[config.mk]
export PLATFORM = sky130hd
export DESIGN_NAME = pnp_key_detect
export DESIGN_NICKNAME = d
export VERILOG_FILES = /design/src/rtl/pnp_key_pkg.sv /design/src/rtl/pnp_port_decode.sv /design/src/rtl/pnp_key_tracker.sv /design/src/rtl/pnp_key_lfsr.sv /design/src/rtl/pnp_key_detect.sv
export SDC_FILE = /design/constraint.sdc
export NUM_CORES = 1
export LEC_CHECK = 0
export ABC_AREA = 1
export BUFFER_PORTS_ARGS = -buffer_cell sky130_fd_sc_hd__buf_4
export CORE_ASPECT_RATIO = 0.6
export CORE_MARGIN = 5
export CORE_UTILIZATION = 40
export CTS_CLUSTER_SIZE = 14
export DETAILED_ROUTE_END_ITERATION = 6
export GPL_ROUTABILITY_DRIVEN = 1
export SETUP_SLACK_MARGIN = 0.3
export SYNTH_ARGS = -nofsm -noshare
export SYNTH_HDL_FRONTEND = slang
export SYNTH_HIERARCHICAL = 1
export SYNTH_SLANG_ARGS = --single-unit
[constraint.sdc]
create_clock -name clk_i -period 2.05 [get_ports clk_i]
set_input_delay 0 -clock clk_i [delete_from_list [all_inputs] [get_ports clk_i]]
set_output_delay 0 -clock clk_i [all_outputs]
set_load 0.005 [all_outputs]
[src/rtl/pnp_key_pkg.sv]
package pnp_key_pkg;

    localparam int KEY_LEN   = 32;
    localparam int BYTE_W    = 8;
    localparam int CNT_W     = $clog2(KEY_LEN);
    localparam logic [BYTE_W-1:0] KEY_SEED = 8'h6A;
    localparam logic [CNT_W-1:0]  CNT_LAST = CNT_W'(KEY_LEN - 1);

    typedef logic [BYTE_W-1:0] key_byte_t;
    typedef logic [CNT_W-1:0]  key_cnt_t;

    // One host bus cycle as seen after address decode
    typedef struct packed {
        logic      hit;
        key_byte_t data;
    } wr_ev_t;

    // What a cycle does to the matching progress
    typedef enum logic [2:0] {
        ACT_IDLE    = 3'd0,
        ACT_ADVANCE = 3'd1,
        ACT_DONE    = 3'd2,
        ACT_RESTART = 3'd3,
        ACT_REARM   = 3'd4
    } match_act_t;

    // Right shift, new msb = xor of the two lowest bits
    function automatic key_byte_t key_step(input key_byte_t cur);
        key_byte_t nxt;
        nxt = {1'b0, cur[BYTE_W-1:1]};
        nxt[BYTE_W-1] = cur[1] ^ cur[0];
        return nxt;
    endfunction

endpackage

[src/rtl/pnp_port_decode.sv]
module pnp_port_decode
    import pnp_key_pkg::*;
#(
    parameter int              ADDR_W    = 12,
    parameter logic [ADDR_W-1:0] PORT_ADDR = 12'h279
) (
    input  logic [ADDR_W-1:0] addr_i,
    input  logic              wr_en_i,
    input  key_byte_t         data_i,
    output wr_ev_t            ev_o
);

    logic [ADDR_W-1:0] bit_ok;

    // Full decode: every address bit must agree, including high bits
    for (genvar i = 0; i < ADDR_W; i++) begin : g_bit
        assign bit_ok[i] = ~(addr_i[i] ^ PORT_ADDR[i]);
    end

    always_comb begin
        ev_o.hit  = wr_en_i & (&bit_ok);
        ev_o.data = data_i;
    end

endmodule

[src/rtl/pnp_key_tracker.sv]
module pnp_key_tracker
    import pnp_key_pkg::*;
(
    input  logic       clk_i,
    input  logic       rst_i,
    input  wr_ev_t     ev_i,
    input  key_byte_t  exp_i,
    output match_act_t act_o,
    output key_cnt_t   cnt_o
);

    key_cnt_t cnt_q;
    key_cnt_t cnt_d;

    always_comb begin
        if (!ev_i.hit) begin
            act_o = ACT_IDLE;
        end else if (ev_i.data == exp_i) begin
            act_o = (cnt_q == CNT_LAST) ? ACT_DONE : ACT_ADVANCE;
        end else if (ev_i.data == KEY_SEED) begin
            act_o = ACT_REARM;
        end else begin
            act_o = ACT_RESTART;
        end
    end

    always_comb begin
        unique case (act_o)
            ACT_ADVANCE: cnt_d = cnt_q + 1'b1;
            ACT_DONE:    cnt_d = '0;
            ACT_REARM:   cnt_d = key_cnt_t'(1);
            ACT_RESTART: cnt_d = '0;
            default:     cnt_d = cnt_q;
        endcase
    end

    always_ff @(posedge clk_i) begin
        if (rst_i) cnt_q <= '0;
        else       cnt_q <= cnt_d;
    end

    assign cnt_o = cnt_q;

endmodule

[src/rtl/pnp_key_lfsr.sv]
module pnp_key_lfsr
    import pnp_key_pkg::*;
(
    input  logic       clk_i,
    input  logic       rst_i,
    input  match_act_t act_i,
    output key_byte_t  exp_o
);

    key_byte_t exp_q;
    key_byte_t exp_d;

    always_comb begin
        unique case (act_i)
            ACT_ADVANCE: exp_d = key_step(exp_q);
            ACT_DONE:    exp_d = KEY_SEED;
            ACT_REARM:   exp_d = key_step(KEY_SEED);
            ACT_RESTART: exp_d = KEY_SEED;
            default:     exp_d = exp_q;
        endcase
    end

    always_ff @(posedge clk_i) begin
        if (rst_i) exp_q <= KEY_SEED;
        else       exp_q <= exp_d;
    end

    assign exp_o = exp_q;

endmodule

[src/rtl/pnp_key_detect.sv]
module pnp_key_detect
    import pnp_key_pkg::*;
#(
    parameter int                ADDR_W    = 12,
    parameter logic [ADDR_W-1:0] PORT_ADDR = 12'h279
) (
    input  logic              clk_i,
    input  logic              rst_i,
    input  logic [ADDR_W-1:0] addr_i,
    input  logic              wr_en_i,
    input  logic [7:0]        data_i,
    output logic              key_found_o,
    output logic              pnp_en_o
);

    wr_ev_t     ev;
    key_byte_t  exp_byte;
    match_act_t act;
    key_cnt_t   match_cnt;
    logic       found_q;
    logic       en_q;

    pnp_port_decode #(
        .ADDR_W    (ADDR_W),
        .PORT_ADDR (PORT_ADDR)
    ) u_decode (
        .addr_i  (addr_i),
        .wr_en_i (wr_en_i),
        .data_i  (data_i),
        .ev_o    (ev)
    );

    pnp_key_tracker u_tracker (
        .clk_i (clk_i),
        .rst_i (rst_i),
        .ev_i  (ev),
        .exp_i (exp_byte),
        .act_o (act),
        .cnt_o (match_cnt)
    );

    pnp_key_lfsr u_lfsr (
        .clk_i (clk_i),
        .rst_i (rst_i),
        .act_i (act),
        .exp_o (exp_byte)
    );

    always_ff @(posedge clk_i) begin
        if (rst_i) begin
            found_q <= 1'b0;
            en_q    <= 1'b0;
        end else begin
            found_q <= (act == ACT_DONE);
            en_q    <= en_q | (act == ACT_DONE);
        end
    end

    assign key_found_o = found_q;
    assign pnp_en_o    = en_q;

endmodule

==> flow_summary.ini <==
[sta]
finalCritPeriodShare_pct = 86.88
rsz0062_at_grt = true
clock_skew_ns = 0.0009645
fin_tns_setup_ns = 0
maxSlewViolCount = 0
hold_ws_ns = 0.4071
period_needed_ns = 1.781
worst_pin_slew_ns = 0.2436
slew_headroom_pct = 83.72
max_freq_mhz = 561.5
setup_slack_ns = 0.2690
finalHoldViolations = 0
setup-violations-final = 0

[logic_synthesis]
synth_cells = 201
synth_area_um2 = 1210
synth-seq-cells = 15
synth_nets = 227
ys_warn_count = 6
yosysSeqAreaShare_pct = 24.82
ys_types = 26
syn_avg_cell_area_um2 = 6.019

[detailed_routing]
vias = 1346
drt-total-wl_um = 3244
first_pass_iters = 4
detail_route.wl_per_cell_um = 11.34
avgViaCountPerCell = 4.706
drc = 0
drtIter0Drc = 81
ant_nets = 0

[critical_path]
crit_path_end_kind = flop
path_class = flop to flop
critPathTopFamily = simple AND/OR/NAND/NOR gates
rrSetupSlack_ns = 0.27
crit_chain = ha_4 > and3_4 > ha_4 > inv_2 > nand3_4 > nand2_8 > nor2_4 > o21ai_4 > inv_2 > o21ai_0 > nand3_1
worst_ep_arrival_time_ns = 1.91
cp-start-kind = flop
slowest_stage = dfxtp_4
path_max_fanout = 5
max_stage_delay_ns = 0.35
timing.critical_path.buf_inv = 2
required_ns = 2.18

[placed_design]
place_congestion = 0.9073
place_inst = 261
dp_slack_ns = 0.1057
place_area_um2 = 1438
dpl.hpwl_um = 2253
io_buffers = 24

[grt]
grt_use_total_pct = 15.59
grt_pass1_vias = 1202
grt_pass1_wl_um = 5119
antenna_found_initial = 0
grt_max_degree = 9
gr-total-overflow = 0

[job]
drv_cap = 0

[final_layout]
layout-drive-gt1-share_pct = 43.03
layout_commonest_cell = nand2_1
layoutNonFillerInstCount = 286
fin_area_um2 = 1788
final_cell_mix = 58 x nand2_1, 42 x buf_4, 26 x inv_1, 18 x nor2_1, 14 x nand3_1
diodes = 0
syn2layout_area_growth_pct = 47.78
nets = 271
n_fill_cell = 255
fin_util_pct = 61.86

[pwr]
total_leakage_power_nw = 0.8893
seqPwrFrac_pct = 46.6
peakVddDrop_uv = 226.6
powerDensity_nw_per_um2 = 342.1
comb_power_share_pct = 13.2
p_sw_share_pct = 23.95
p_int_mw = 0.4651
fin_total_pwr_mw = 0.6116
p_clk_share_pct = 40.2
p_sw_mw = 0.1465

[die]
die_x_um = 81
die_h_um = 52.60
initial_utilization_pct = 41.86
die-area_um2 = 4261
core_area_um2 = 2890
io_pins = 25
num_rows = 15

[clocking]
cts_tree = yes
htreeDepth = 1
clock_latency_ns = 0.25
clockBufferDepth = 2
cts_buffers = 3
clk_pin_slew_ns = 0.06
cts.sinks = 15
cts-root-buf = clkbuf_8

[worst_hold_path]
hold_path.class = primary input to flop

[outcome]
status = completed
worst reg2reg max path, delay by kind of cell (launching register included):
| kind | cells | cell delay [ns] |
|---|---|---|
| simple gates | 5 | 0.51 |
| fa+ha+maj | 2 | 0.30 |
| buf+inv | 2 | 0.17 |
| flops | 1 | 0.35 |
| compound gates | 2 | 0.32 |
cell families after synthesis:
group                      count (synthesis)  synth area share (%)
and+or+nand+nor                          120                 46.23
buffers and inverters                     47                 17.06
DFF                                       15                 24.82
AOI/OAI and AO/OA                         13                 6.619
xor gates and xnor gates                   3                 2.172
adders and majority gates                  3                 3.103
what timing repair did:
item / 4_1_cts / 5_1_grt
gates resized for setup: 9 / 41
gates cloned: 1 / 0
hold buffers: 1 / 0
buffers inserted: 8 / 11
pin swaps: 5 / 21
endpoints found under the setup margin: 10 / 10
endpoints found under the hold margin: 3 / 0
path summary, 6_finish.rpt:
| path | start | endpoint | depth (start not counted) |
|---|---|---|---|
| max reg2reg | u_tracker/cnt_o[0] | u_lfsr/exp_o[1] | 11 |
| min reg2reg | pnp_en_o | pnp_en_o | 2 |
| max | u_tracker/cnt_o[0] | u_lfsr/exp_o[1] | 11 |
| min | data_i[4] | u_tracker/cnt_o[0] | 10 |
power groups by stage:
stage | Clock, mW | Sequential, mW | Combinational, mW
after CTS | 0.254 | 0.291 | 0.0763
final | 0.246 | 0.285 | 0.0810
after floorplan | 0 | 0.298 | 0.0451
after global routing | 0.262 | 0.285 | 0.0909
after detailed placement | 0 | 0.298 | 0.0739
after global placement | 0 | 0.298 | 0.0719
synth_stat cells, drive strengths merged:
library cell  instances  area (µm²)
and3                  1       6.260
xor2                  1       8.760
a21boi                1       7.510
dfxtp                15       300.3
a31oi                 1       6.260
nand2                69       276.5
nand3b                3       22.52
ha                    3       37.54
nand4                 3       33.78
buf                   8       60.06
xnor2                 2       17.52
nor2                 28       122.6
nand3                16       97.60
a21oi                 5       25.02
clkinv                1       3.750
inv                  38       142.6
o21ai                 6       41.29
per-layer routing:
layer / track usage, % / routed length (µm)
met5: 0 / 0
met4: 3.933 / 25
met3: 4.467 / 319
met2: 24.39 / 1487
met1: 20.93 / 1412
sequential cells by signal, indices dropped and copies added, names as in the netlist:
name / cells
u_lfsr/exp_o: 8
u_tracker/cnt_o: 5
key_found_o: 1
pnp_en_o: 1
area by class of cell:
class                      instances  area, µm²  area share [%]
multi-input combinational        140      852.1           47.66
sequential                        15      325.3           18.19
inverter                          39      153.9           8.607
timing repair buffer              46      359.1           20.08
clock buffer                       4      45.04           2.519
tap                               42      52.55           2.939
No activity file was read; power rests on OpenSTA's default activity.
